### src/rtl/wdt_alarm_ctr.sv
module wdt_alarm_ctr #(
  parameter int          CW          = 24,
  parameter logic [7:0]  BASE        = 8'h04,
  parameter int          PULSE_TICKS = 1024
) (
  input  logic       clk,
  input  logic       rst_n,
  input  logic       tick_slow,
  input  logic       tick_fast,
  input  logic       cfg_enable,
  input  logic       cfg_wdog,
  input  logic       cfg_steer,
  input  logic       cfg_int_en,
  input  logic       flag_clr,
  input  logic       acc_en,
  input  logic       acc_wr,
  input  logic [7:0] acc_addr,
  input  logic [7:0] acc_wdata,
  output logic [7:0] acc_rdata,
  output logic       alarm_flag,
  output logic       int_drive_low,
  output logic       rst_drive_low,
  output logic       access_block
);
  localparam int         NB   = CW / 8;
  localparam logic [7:0] NB8  = 8'(NB);
  localparam int         PW   = $clog2(PULSE_TICKS);
  localparam logic [PW-1:0] PLAST = PW'(PULSE_TICKS - 1);

  logic [CW-1:0] cnt, seed, snap, wmask, cnt_wr, seed_nx;
  logic          flag, armed, en_q, pend, pulse_rst, pulse_int;
  logic [PW-1:0] pcnt;

  wire [7:0] off       = acc_addr - BASE;
  wire       hit       = acc_en && (off < NB8) && !pulse_rst;
  wire       wr        = hit && acc_wr;
  wire       rd        = hit && !acc_wr;
  wire       pulse_on  = pulse_rst | pulse_int;
  wire       tick      = cfg_wdog ? tick_fast : tick_slow;
  wire       run       = cfg_enable && armed && (cnt != '0) && !pulse_on;
  wire       pulse_end = pulse_on && tick_fast && (pcnt == PLAST);
  wire       restart   = rd && cfg_wdog && cfg_enable && !pulse_on;
  wire       hit_zero  = run && tick && (cnt == CW'(1)) && !wr && !restart;

  always_comb begin
    wmask = '0;
    for (int i = 0; i < NB; i++)
      if (off == 8'(i)) wmask[8*i +: 8] = 8'hFF;
    cnt_wr  = (cnt  & ~wmask) | ({NB{acc_wdata}} & wmask);
    seed_nx = wr ? ((seed & ~wmask) | ({NB{acc_wdata}} & wmask)) : seed;
  end

  always_comb begin
    acc_rdata = '0;
    if (rd)
      for (int i = 0; i < NB; i++)
        if (off == 8'(i))
          acc_rdata = (cfg_enable && !cfg_wdog && i != 0) ? snap[8*i +: 8] : cnt[8*i +: 8];
  end

  always_ff @(posedge clk or negedge rst_n) begin
    if (!rst_n) begin
      cnt <= '0; seed <= '0; snap <= '0;
      flag <= 1'b0; armed <= 1'b0; en_q <= 1'b0; pend <= 1'b0;
      pulse_rst <= 1'b0; pulse_int <= 1'b0; pcnt <= '0;
    end else begin
      en_q <= cfg_enable;
      seed <= seed_nx;
      if (rd && off == 8'd0) snap <= cnt;

      if (wr && !pulse_on && cnt == '0) armed <= 1'b0;
      else if (cfg_enable && !en_q)      armed <= 1'b1;

      if (wr && !pulse_on)               cnt <= cnt_wr;
      else if (pulse_end && (pend || wr)) cnt <= seed_nx;
      else if (restart)                  cnt <= seed;
      else if (run && tick)              cnt <= (!cfg_wdog && cnt == CW'(1)) ? seed : cnt - CW'(1);

      if (hit_zero)                    flag <= 1'b1;
      else if (pulse_end)              flag <= 1'b0;
      else if (flag_clr && !pulse_on)  flag <= 1'b0;

      if (wr && pulse_on) pend <= 1'b1;
      if (hit_zero && cfg_wdog) begin
        if (!cfg_steer)     pulse_rst <= 1'b1;
        else if (cfg_int_en) pulse_int <= 1'b1;
        pcnt <= '0;
      end else if (pulse_end) begin
        pulse_rst <= 1'b0;
        pulse_int <= 1'b0;
        pend      <= 1'b0;
      end else if (pulse_on && tick_fast) begin
        pcnt <= pcnt + PW'(1);
      end
    end
  end

  assign alarm_flag    = flag;
  assign rst_drive_low = pulse_rst;
  assign access_block  = pulse_rst;
  assign int_drive_low = pulse_int | (!cfg_wdog && cfg_int_en && flag);

  AST_ONE_PULSE: assert property (@(posedge clk) disable iff (!rst_n) !(rst_drive_low && int_drive_low && cfg_wdog && pulse_rst && pulse_int));
  AST_RST_PULSE_HOLD: assert property (@(posedge clk) disable iff (!rst_n) (rst_drive_low && !pulse_end) |=> rst_drive_low);
  AST_FLAG_DROP_AT_END: assert property (@(posedge clk) disable iff (!rst_n) pulse_end |=> !alarm_flag);
  AST_ALARM_RELOAD: assert property (@(posedge clk) disable iff (!rst_n)
    (!cfg_wdog && run && tick_slow && cnt == CW'(1) && !wr) |=> (cnt == $past(seed) && alarm_flag));
  AST_WD_HOLD_ZERO: assert property (@(posedge clk) disable iff (!rst_n)
    (cfg_wdog && cnt == '0 && !wr && !restart && !pulse_end) |=> cnt == '0);
  AST_STORE_STABLE: assert property (@(posedge clk) disable iff (!rst_n)
    (!cfg_enable && !wr && !pulse_end) |=> $stable(cnt));
endmodule

### config.mk
export PLATFORM = sky130hd
export DESIGN_NAME = wdt_alarm_ctr
export DESIGN_NICKNAME = d
export VERILOG_FILES = /design/src/rtl/wdt_alarm_ctr.sv
export SDC_FILE = /design/constraint.sdc
export NUM_CORES = 1
export LEC_CHECK = 0
export BUFFER_PORTS_ARGS = -buffer_cell sky130_fd_sc_hd__buf_2
export CORE_UTILIZATION = 65
export DETAILED_ROUTE_END_ITERATION = 12
export GPL_ROUTABILITY_DRIVEN = 0
export GPL_TIMING_DRIVEN = 1
export PLACE_DENSITY = 0.94
export REMOVE_ABC_BUFFERS = 1
export SLEW_MARGIN = 20
export SYNTH_ARGS = -nofsm -noshare
export SYNTH_HDL_FRONTEND = slang
export SYNTH_SLANG_ARGS = --single-unit
### constraint.sdc
create_clock -name clk -period 7.5 [get_ports clk]
set_input_delay 1.5 -clock clk [delete_from_list [all_inputs] [get_ports clk]]
set_output_delay 1.5 -clock clk [all_outputs]
set_load 0.005 [all_outputs]
Yosys cells after proc, flatten, opt, wreduce, memory -nomap -nowiden
Cells that the tools add are included.
{"block": "word_totals", "inputBits": 27, "register_bits": 88}
{"block": "classes", "n_reduce_logical": 47, "bitwise": 8, "muxes": 33, "n_lt_le_gt_ge": 1, "add_sub_neg": 3, "eq_ne": 8}
{"op": "$mux W24", "n": 6}
{"op": "$and A24 B24 Y24", "n": 3}
{"op": "$mux W8", "n": 9}
{"op": "$or A24 B24 Y24", "n": 2}
{"op": "$mux W10", "n": 3}
{"op": "$logic_and A1 B1 Y1", "n": 28}
{"op": "$eq A24 B1 Y1 const B", "n": 1}
{"op": "$logic_not A24 Y1", "n": 1}
{"op": "$not A24 Y24", "n": 1}
{"op": "$reduce_bool A24 Y1", "n": 1}
{"op": "$sub A24 B1 Y24 const B", "n": 1}
{"op": "$mux W1", "n": 15}
{"op": "$add A10 B1 Y10 const B", "n": 1}
{"op": "$eq A10 B10 Y1 const B", "n": 1}
{"op": "$eq A8 B1 Y1 const B", "n": 1}
{"op": "$eq A8 B2 Y1 const B", "n": 1}
{"op": "$logic_not A8 Y1", "n": 1}
{"op": "$lt A8 B2 Y1 const B", "n": 1}
{"op": "$sub A8 B3 Y8 const B", "n": 1}
{"op": "$logic_not A1 Y1", "n": 7}
{"op": "$ne A2 B2 Y1 const B", "n": 3}
{"op": "$reduce_bool A2 Y1", "n": 3}
{"op": "$reduce_and A2 Y1", "n": 2}
{"op": "$reduce_bool A4 Y1", "n": 1}
{"op": "other kinds (5)", "n": 6}

Logic depth before layout (Yosys ltp)
Gate-level depths: netlist of run 1.
{"block": "depth", "word_depth": 13, "depth_mapped": 10}

Worst setup path before layout of run 1
Ideal clock, no wire load.
{"block": "synth_timing", "path_type": "input-to-output", "start": "input port acc_addr[3]", "end": "output port acc_rdata[0]", "path_buffers": 2, "arrival_ns": 3.246, "t_required_ns": 6.000, "path_slack_ns": 2.754, "path_stages": 8, "path_cell_list": "or4b_4 -> or2_1 -> buf_2 -> or3_1 -> clkbuf_1 -> o22ai_1 -> a21oi_1 -> nor2_1"}
{"block": "synth_between", "elab_chain_cells": 6, "elab_cells_between_ends": 12, "cone_classes": "add/sub (1); order compare (1); eq/ne (2); mux (4); reduce/logical (4)"}
{"item": "start, declared", "line": "17", "source": "input logic [7:0] acc_addr,"}
{"item": "$sub A8 B3 Y8 *", "line": "34", "source": "wire [7:0] off = acc_addr - BASE;"}
{"item": "$lt A8 B2 Y1 or $logic_not A8 Y1 (tied branches)", "line": "35, 57"}
{"item": "$logic_and A1 B1 Y1 or $mux W8 (tied branches) (2 in series)", "line": "35, 57"}
{"item": "$logic_and A1 B1 Y1 or $mux W8 (tied branches)", "line": "37, 57"}
{"item": "$mux W8 *", "line": "55", "source": "if (rd)"}
{"item": "end, declared", "line": "19", "source": "output logic [7:0] acc_rdata,"}
Mark *: on every way between the ends. The rest lies on a longest branch, timed or not.

Worst setup path after layout of run 1
{"block": "layout_timing", "start": "input port acc_addr[3]", "end": "output port acc_rdata[6]"}
Same word-level chain as after synthesis.

==> flow_results.org, run 1 <==
** Drt
- Total Wirelength :: 13600 µm
- Number of vias per cell after detailed routing :: 7.19
- For this run, design rule violations remaining after detail routing come to 0.
- Average detailed-routed wire length per instance :: 22.0 µm
- Antenna violation net count after detailed routing :: 0
- After the first detailed-routing iteration, the DRC count stood at 594.
- The routed layout has 4445 vias.
- Drt first pass iters :: 8

** STA
- For the final routed database, the setup TNS stands at 0 ns.
- Hold slack final :: 0.505 ns
- Transition time at the pin with the least slew margin :: 1.12 ns
- Final-report hold violation count :: 0
- Final Slew Violations :: 0
- Final clock skew :: 0.0120 ns
- In this run the tightest slew margin relative to its limit is 0.250.
- Setup repair after global routing left no endpoint under its margin.
- Final setup fails :: 0
- Period Utilization, post-route :: 0.694
- Derived from the worst setup path, the maximum achievable clock frequency is 192 MHz.
- Tmin final :: 5.20 ns

** Synthesis
- After synthesis, the cell types taking the most area are sky130_fd_sc_hd__dfrtp_1, sky130_fd_sc_hd__mux2_2, sky130_fd_sc_hd__nor2_1, sky130_fd_sc_hd__mux2i_1, sky130_fd_sc_hd__nand2_1.
- Of the total synthesized cell area, the portion taken by AND, OR, NAND and NOR gates is 0.194.
- Number of enable flip-flop cells after synthesis :: 0
- Compound-cell area share of the yosys netlist :: 0.164
- Number of flip-flops and latches in the synthesized netlist :: 80
- After synthesis, the largest family of logic cells by area is simple AND/OR/NAND/NOR gates.
- Each instance of the synthesized netlist takes up on average 9.84 µm².
- Yosys printed 0 warnings.
- Number of distinct standard cells referenced by the synthesized netlist :: 72
- Of the total synthesized cell area, the portion taken by XOR and XNOR cells is 0.0491.
- After synthesis the cells add up to 4820 µm².
- Ys flop type :: sky130_fd_sc_hd__dfrtp_1
- Gate count of the mapped netlist :: 490
- The largest total area in the synthesized netlist belongs to sky130_fd_sc_hd__dfrtp_1.
- Adder-cell share of the synthesized area :: 0.00779
- Proportion of synthesized area in mux cells :: 0.138
- The share of the Yosys chip area taken by registers is 0.415.
- Async set or reset register ratio after synthesis :: 1.00
- The share of synthesized area in the top cell type comes to 0.415.

** Setup path
- Number of buffers and inverters on the critical path :: 2
- Cell mode on critical path :: sky130_fd_sc_hd__buf_2
- Across all register-to-register paths, the minimum setup slack is 4.43 ns.
- In this run the worst path has a maximum fanout of 10.
- For the worst flop-to-flop path, the logic depth is 8.
- Among all stages on the critical path, the largest delay is contributed by sky130_fd_sc_hd__or4b_4.
- Critical path class :: in2out
- Walking the worst path, the cells encountered are buf_2 -> or4b_4 -> or2_1 -> or3_1 -> o22ai_1 -> a21oi_1 -> nor2_1 -> buf_2.
- The cell family contributing the most delay on the critical path is simple AND/OR/NAND/NOR gates.
- On the worst path, the slowest cell contributes a delay of 0.57 ns.
- Worst EP required :: 6.00 ns
- Data arrival time of the critical path :: 3.70 ns
- Type of destination of the critical path :: output pin
- Kind of launch point of the worst setup path :: input port

** Global routing
- Number of global-route vias before repair :: 4244
- Across every metal layer, demand over resource in global routing totals 0.369.
- For this run the aggregate overflow at the end of global routing stands at 0.
- Wire length of the first global-routing pass :: 21400 µm
- Entering global routing, the biggest net connects 81 pins.
- The number of antenna violations at the first check in global routing came to 0.

** Floorplan
- In this run the standard cell core region covers 7210 µm².
- Chip width :: 88.1 µm
- For this configuration, the core starts out at a cell density of 0.668.
- The floorplan step defined a die boundary enclosing 7760 µm².
- The die is 88.1 µm tall.
- Number of top-level pins :: 39
- The floorplan has 31 rows.

** Clock network
- The clock reaches the later pin of the worst-skew pair after 0.36 ns.
- Hold_buf cts :: 0
- The root buffer cell chosen for the clock tree is sky130_fd_sc_hd__clkbuf_8.
- The number of clock buffers added by TritonCTS is 9.
- Clock sink total :: 80
- Clock edge transition at the registers on the reported setup and hold paths :: 0.07 ns
- Cts repair resizes :: 0
- TritonCTS built the clock tree.
- Clock tree buffer depth :: 2
- H-tree lvl count :: 3
- Post-CTS setup repair buffer count :: 0

** Cells and area
- Area growth from synthesis to layout :: 9.37%
- For this run, the post-layout net count is 545.
- With fillers left out, the area of the finished cells amounts to 5270 µm².
- Number of antenna cells inserted :: 0
- Fraction of layout cells with a size suffix above 1 :: 0.225

** Worst hold path
- The worst hold path was traced through 2 stages.
- In this run the most critical hold path is launched from snap[8]$_DFFE_PN0P_.
- Class of the worst hold path :: reg2reg
- The worst hold path terminates at snap[8]$_DFFE_PN0P_.

** Placed design
- Placement Cell Area :: 5040 µm²
- Count of input and output buffers :: 38
- The HPWL after detailed placement is 9150 µm.

** Power
- Total power of the final layout :: 1.05 mW
- Power density over the cells :: 198 nW/µm²
- Maximum resistive drop on vdd :: 0.000179 V
- For this design the static power due to leakage is 2.37 nW.

** Outcome
- Result of the run :: finished clean

** Flow run
- Across the run, the number of max-cap violations was 0.
-- cell usage after synthesis (3+ instances only) --
master,count
sky130_fd_sc_hd__dfrtp_1,80
sky130_fd_sc_hd__nor2_1,52
sky130_fd_sc_hd__nand2_1,43
sky130_fd_sc_hd__mux2_2,40
sky130_fd_sc_hd__a21oi_1,20
sky130_fd_sc_hd__mux2i_1,19
sky130_fd_sc_hd__xnor2_1,18
sky130_fd_sc_hd__clkbuf_1,17
sky130_fd_sc_hd__o211ai_1,14
sky130_fd_sc_hd__nand3_1,11
sky130_fd_sc_hd__a31oi_1,9
sky130_fd_sc_hd__inv_1,9
sky130_fd_sc_hd__nor2b_1,9
sky130_fd_sc_hd__o22ai_1,9
sky130_fd_sc_hd__or3_1,9
sky130_fd_sc_hd__xor2_1,9
sky130_fd_sc_hd__a222oi_1,8
sky130_fd_sc_hd__nor3_1,8
sky130_fd_sc_hd__o21ai_0,8
sky130_fd_sc_hd__nor4_1,6
sky130_fd_sc_hd__and4_1,5
sky130_fd_sc_hd__nand4_1,5
sky130_fd_sc_hd__o21ai_1,5
sky130_fd_sc_hd__buf_1,4
sky130_fd_sc_hd__buf_2,4
sky130_fd_sc_hd__o31ai_1,4
sky130_fd_sc_hd__ha_1,3
sky130_fd_sc_hd__nand2b_1,3
sky130_fd_sc_hd__nor3_2,3
-- per-layer routing --
| layer | GRT usage | share of wire | wire length (µm) |
|---|---|---|---|
| met5 | 0 | 0 | 0 |
| met3 | 0.0961 | 0.12 | 1620 |
| met4 | 0.185 | 0.052 | 712 |
| met1 | 0.471 | 0.37 | 4980 |
| met2 | 0.584 | 0.46 | 6310 |
-- how the worst max path moves through the flow --
stage	startpoint	to	slack (ns)	depth (start not counted)
floorplan	acc_addr[3]	acc_rdata[0]	2.80	6
global placement	acc_addr[3]	acc_rdata[0]	2.48	8
detailed placement	acc_addr[3]	acc_rdata[6]	2.40	8
CTS	acc_addr[3]	acc_rdata[6]	2.40	8
global route	acc_addr[3]	acc_rdata[6]	2.29	8
finish	acc_addr[3]	acc_rdata[6]	2.30	8
-- report_power, final --
group	switching [mW]	internal [mW]
sequential	0.0509	0.461
clock	0.161	0.195
combinational	0.0979	0.0809
total	0.309	0.737
-- tightest hold or removal path, stage by stage, from the launching register on --
cell	delay, ns
sky130_fd_sc_hd__dfrtp_1	0.36
sky130_fd_sc_hd__nand2_1	0.05
sky130_fd_sc_hd__o21ai_0	0.06
-- per-stage QoR --
stage | util | cells | setup slack [ns]
floorplan | - | 463 | 2.80
global placement | 0.699 | 603 | 2.48
detailed placement | 0.699 | 603 | 2.40
CTS | 0.729 | 618 | 2.40
global route | 0.731 | 618 | 2.29
finish | 0.731 | 618 | 2.30
-- placed cells by master (no fill, tap or decap), types with 4 or more instances in the layout --
master,instances
sky130_fd_sc_hd__dfrtp_1,80
sky130_fd_sc_hd__nor2_1,52
sky130_fd_sc_hd__nand2_1,43
sky130_fd_sc_hd__mux2_2,40
sky130_fd_sc_hd__buf_2,37
sky130_fd_sc_hd__a21oi_1,20
sky130_fd_sc_hd__mux2i_1,19
sky130_fd_sc_hd__xnor2_1,18
sky130_fd_sc_hd__o211ai_1,14
sky130_fd_sc_hd__nand3_1,11
sky130_fd_sc_hd__clkbuf_8,10
sky130_fd_sc_hd__inv_1,9
sky130_fd_sc_hd__or3_1,9
sky130_fd_sc_hd__o22ai_1,9
sky130_fd_sc_hd__xor2_1,9
sky130_fd_sc_hd__a31oi_1,9
sky130_fd_sc_hd__nor3_1,8
sky130_fd_sc_hd__o21ai_0,8
sky130_fd_sc_hd__nor2b_1,8
sky130_fd_sc_hd__a222oi_1,8
sky130_fd_sc_hd__nor4_1,6
sky130_fd_sc_hd__nand4_1,5
sky130_fd_sc_hd__and4_1,5
sky130_fd_sc_hd__o21ai_1,5
sky130_fd_sc_hd__o31ai_1,4
-- logic make-up (layout without fill, tap and decap cells) --
| group | Yosys count | after routing |
|---|---|---|
| flops | 80 | 80 |
| buf+inv | 36 | 65 |
| compound gates | 106 | 106 |
| xor+xnor | 27 | 27 |
| simple gates | 177 | 177 |
| mux | 61 | 61 |
| fa+ha+maj | 3 | 3 |
-- final cells by class --
type / instances / area, µm²
Fill cell: 483 / 1940
Sequential cell: 80 / 2000
Multi-Input combinational cell: 374 / 2670
Clock buffer: 10 / 138
Timing Repair Buffer: 41 / 219
Inverter: 9 / 33.8
Clock inverter: 5 / 81.3
Tap cell: 99 / 124
Note: power is estimated with default switching activity, not from simulation.
==> run 2, diff against run 1 <==
--- a/config.mk
+++ b/config.mk
@@ -6,11 +6,11 @@
 export NUM_CORES = 1
 export LEC_CHECK = 0
 export BUFFER_PORTS_ARGS = -buffer_cell sky130_fd_sc_hd__buf_2
-export CORE_UTILIZATION = 65
+export CORE_UTILIZATION = 60
 export DETAILED_ROUTE_END_ITERATION = 12
 export GPL_ROUTABILITY_DRIVEN = 0
 export GPL_TIMING_DRIVEN = 1
-export PLACE_DENSITY = 0.94
+export PLACE_DENSITY = 0.88
 export REMOVE_ABC_BUFFERS = 1
 export SLEW_MARGIN = 20
 export SYNTH_ARGS = -nofsm -noshare
==> constraint.sdc (replaced) <==
create_clock -name clk -period 5 [get_ports clk]
set_input_delay 1 -clock clk [delete_from_list [all_inputs] [get_ports clk]]
set_output_delay 1 -clock clk [all_outputs]
set_load 0.005 [all_outputs]
==> run 2 against run 1 <==
Against the previous run:
- final cell count up 1.1%
- routed wire length down 5.0%
- count of clock-buffer cells in the layout down 1
- critical path type unchanged
==> flow_results.org, run 2 (synthesis gave the netlist of run 1 again) <==
** Outcome
- The flow ran to the end, and the final reports show no timing, DRC or antenna violations.

** Clock network
- In this run the number of H-tree levels came out at 3.
- In this run the post-CTS setup repair buffer count came out at 0.
- For the worst-skew pair, the clock arrives at the later sink with an insertion delay of 0.37 ns.
- After clock tree synthesis, the clock-pin slew on the worst setup and hold paths is 0.08 ns.
- Clock tree buffer depth :: 2
- For this design, the sink count on the clock tree is 80.
- Clock root buffer :: sky130_fd_sc_hd__clkbuf_8
- TritonCTS built the clock tree.
- Counting the buffers created by CTS gives 9.
- For this design, the CTS-stage hold fixing added 0 buffers.
- Once the clock tree was built, the resizer swapped 0 gates to a different size.

** Power
- Standby leakage power :: 2.37 nW
- The design draws 1.48 mW.
- Maximum resistive drop on vdd :: 0.000171 V
- Power density over the cells :: 281 nW/µm²

** STA
- Setup violations remaining at the end of the flow were counted as 0.
- The final count of pins violating max slew was 0.
- Peak clock frequency supported by timing :: 241 MHz
- The hold violation count in the final report came to 0.
- Hold slack final :: 0.490 ns
- Tmin final :: 4.14 ns
- Transition time at the pin with the least slew margin :: 0.872 ns
- Final clock skew :: 0.00924 ns
- Setup repair after global routing missed its margin :: false
- Period Utilization, post-route :: 0.829
- Measured against its own limit, the worst slew margin works out to 0.417.
- After routing, the total negative slack on setup checks comes to 0 ns.

** Drt
- Drt first pass iters :: 9
- Routed length on met3 :: 1130 µm
- In the final routing, the length of wire on met1 measures 5210 µm.
- # DRC :: 0
- Once detail routing completed, the nets flagged for antenna violations numbered 0.
- Number of vias per cell after detailed routing :: 6.82
- The detailed router finished its first iteration with 586 violations.
- After detailed routing, the average wire length per cell comes to 20.7 µm.
- The final route contains 4261 vias.
- Routed wl met2 :: 6050 µm
- Signal routing reaches up to met4.
- Total Wirelength :: 12900 µm

** Cells and area
- Area growth from synthesis to layout :: 9.58%
- Summing all non-filler instances in the final layout gives an area of 5280 µm².
- Filler cell count :: 583
- Summing all multi-input logic gate instances after layout gives 2670 µm².
- Number of antenna cells inserted :: 0
- Combined flip-flop and latch cell area :: 2000 µm²
- In the final design database the tool counted 548 nets.
- Commonest cells after routing, fill and taps aside :: sky130_fd_sc_hd__dfrtp_1, sky130_fd_sc_hd__nor2_1, sky130_fd_sc_hd__nand2_1, sky130_fd_sc_hd__mux2_2, sky130_fd_sc_hd__buf_2
- Of the cells placed in the final design, the portion with a size suffix greater than 1 is 0.231.
- Most common library cell in the layout ignoring fill and taps :: sky130_fd_sc_hd__dfrtp_1
- The finished layout holds 625 standard cells, fillers aside.

** Worst hold path
- Class of the worst hold path :: reg2reg

** Setup path
- At the worst endpoint, the arrival time is 3.14 ns.
- Crit-path slowest cell :: sky130_fd_sc_hd__or4b_4
- The worst setup path is launched from an input port.
- Highest cell delay on the worst timing path :: 0.57 ns
- In this design, the critical path's most frequently occurring cell is sky130_fd_sc_hd__buf_2.
- On the critical path the largest part of the delay comes from simple AND/OR/NAND/NOR gates.
- Cell chain of the critical path :: buf_2 -> or4b_4 -> or2_1 -> or3_1 -> o22ai_1 -> a21oi_1 -> nor2_1 -> buf_2
- Critical path class :: in2out
- STA classifies the critical path endpoint as an output pin.
- Maximum fanout count along the critical path :: 10
- Number of buffers and inverters on the critical path :: 2
- At the worst endpoint, the required time is 4.00 ns.

** Global routing
- The via count of the first global-routing pass was 4125.
- Remaining Overflow, GRT :: 0
- In the global route stage, overall resource usage came out at 0.324.
- Maximum number of pins on one net before global-route repair :: 81
- The number of antenna violations at the first check in global routing was 0.
- Wire length of the first global-routing pass :: 20900 µm

** Floorplan
- The floorplan step set the die width to 91.6 µm.
- Number of top-level pins :: 39
- The region available for standard cell placement spans 7770 µm².
- Row count :: 32
- For this configuration, the core starts out at a cell density of 0.620.
- In this run the vertical extent of the chip is 91.6 µm.
- Area of the die :: 8400 µm²

** Placed design
- Placement Cell Area :: 5050 µm²
- Port buffering added 38 buffers.
- Estimated wirelength of the detail-placed design :: 8980 µm
- In this run, placement finished with an instance count of 607.

** Flow run
- Number of max-capacitance violations reported :: 0
run 2: per-layer routing:
| layer | vias to the layer above | GRT usage |
|---|---|---|
| met4 | 0 | 0.187 |
| met2 | 265 | 0.496 |
| met3 | 55 | 0.0705 |
| met1 | 2074 | 0.426 |
| met5 | - | 0 |
| li1 | 1867 | - |
run 2: cell type report:
| cell class | instances | share of cell area |
|---|---|---|
| multi-input combinational | 374 | 0.505 |
| timing repair buffer | 44 | 0.0512 |
| inverter | 9 | 0.00640 |
| sequential | 80 | 0.379 |
| clock inverter | 7 | 0.0104 |
| clock buffer | 9 | 0.0235 |
| tap | 102 | 0.0242 |
run 2: metrics by stage:
| step | setup WS (ns) | utilization |
|---|---|---|
| after floorplan | 1.30 | - |
| after global placement | 0.994 | 0.651 |
| after detailed placement | 0.927 | 0.651 |
| after CTS | 0.912 | 0.674 |
| after global routing | 0.837 | 0.680 |
| final | 0.855 | 0.680 |
run 2: final timing paths:
check	slack, ns	startpoint	to	cells past startpoint
min	0.49	snap[10]$_DFFE_PN0P_	snap[10]$_DFFE_PN0P_	2
min in group asynchronous	0.62	rst_n	snap[16]$_DFFE_PN0P_	1
max reg2reg	1.98	flop	flop	7
max	0.86	acc_addr[3]	acc_rdata[1]	8
min reg2reg	0.49	snap[10]$_DFFE_PN0P_	snap[10]$_DFFE_PN0P_	2
max in group asynchronous	3.79	rst_n	async pin	2
run 2: worst register-to-register path, delay by kind of cell, from the launching register on:
family	cells	cell delay (ns)
and+or+nand+nor	5	1.70
DFF	1	0.46
AOI/OAI and AO/OA	2	0.74
run 2: power breakdown:
group / leakage (nW) / total, mW / switching (mW) / internal (mW)
clock: 0.0862 / 0.444 / 0.260 / 0.184
combinational: 1.22 / 0.266 / 0.143 / 0.123
sequential: 1.06 / 0.772 / 0.0802 / 0.691
total: 2.37 / 1.48 / 0.484 / 0.998
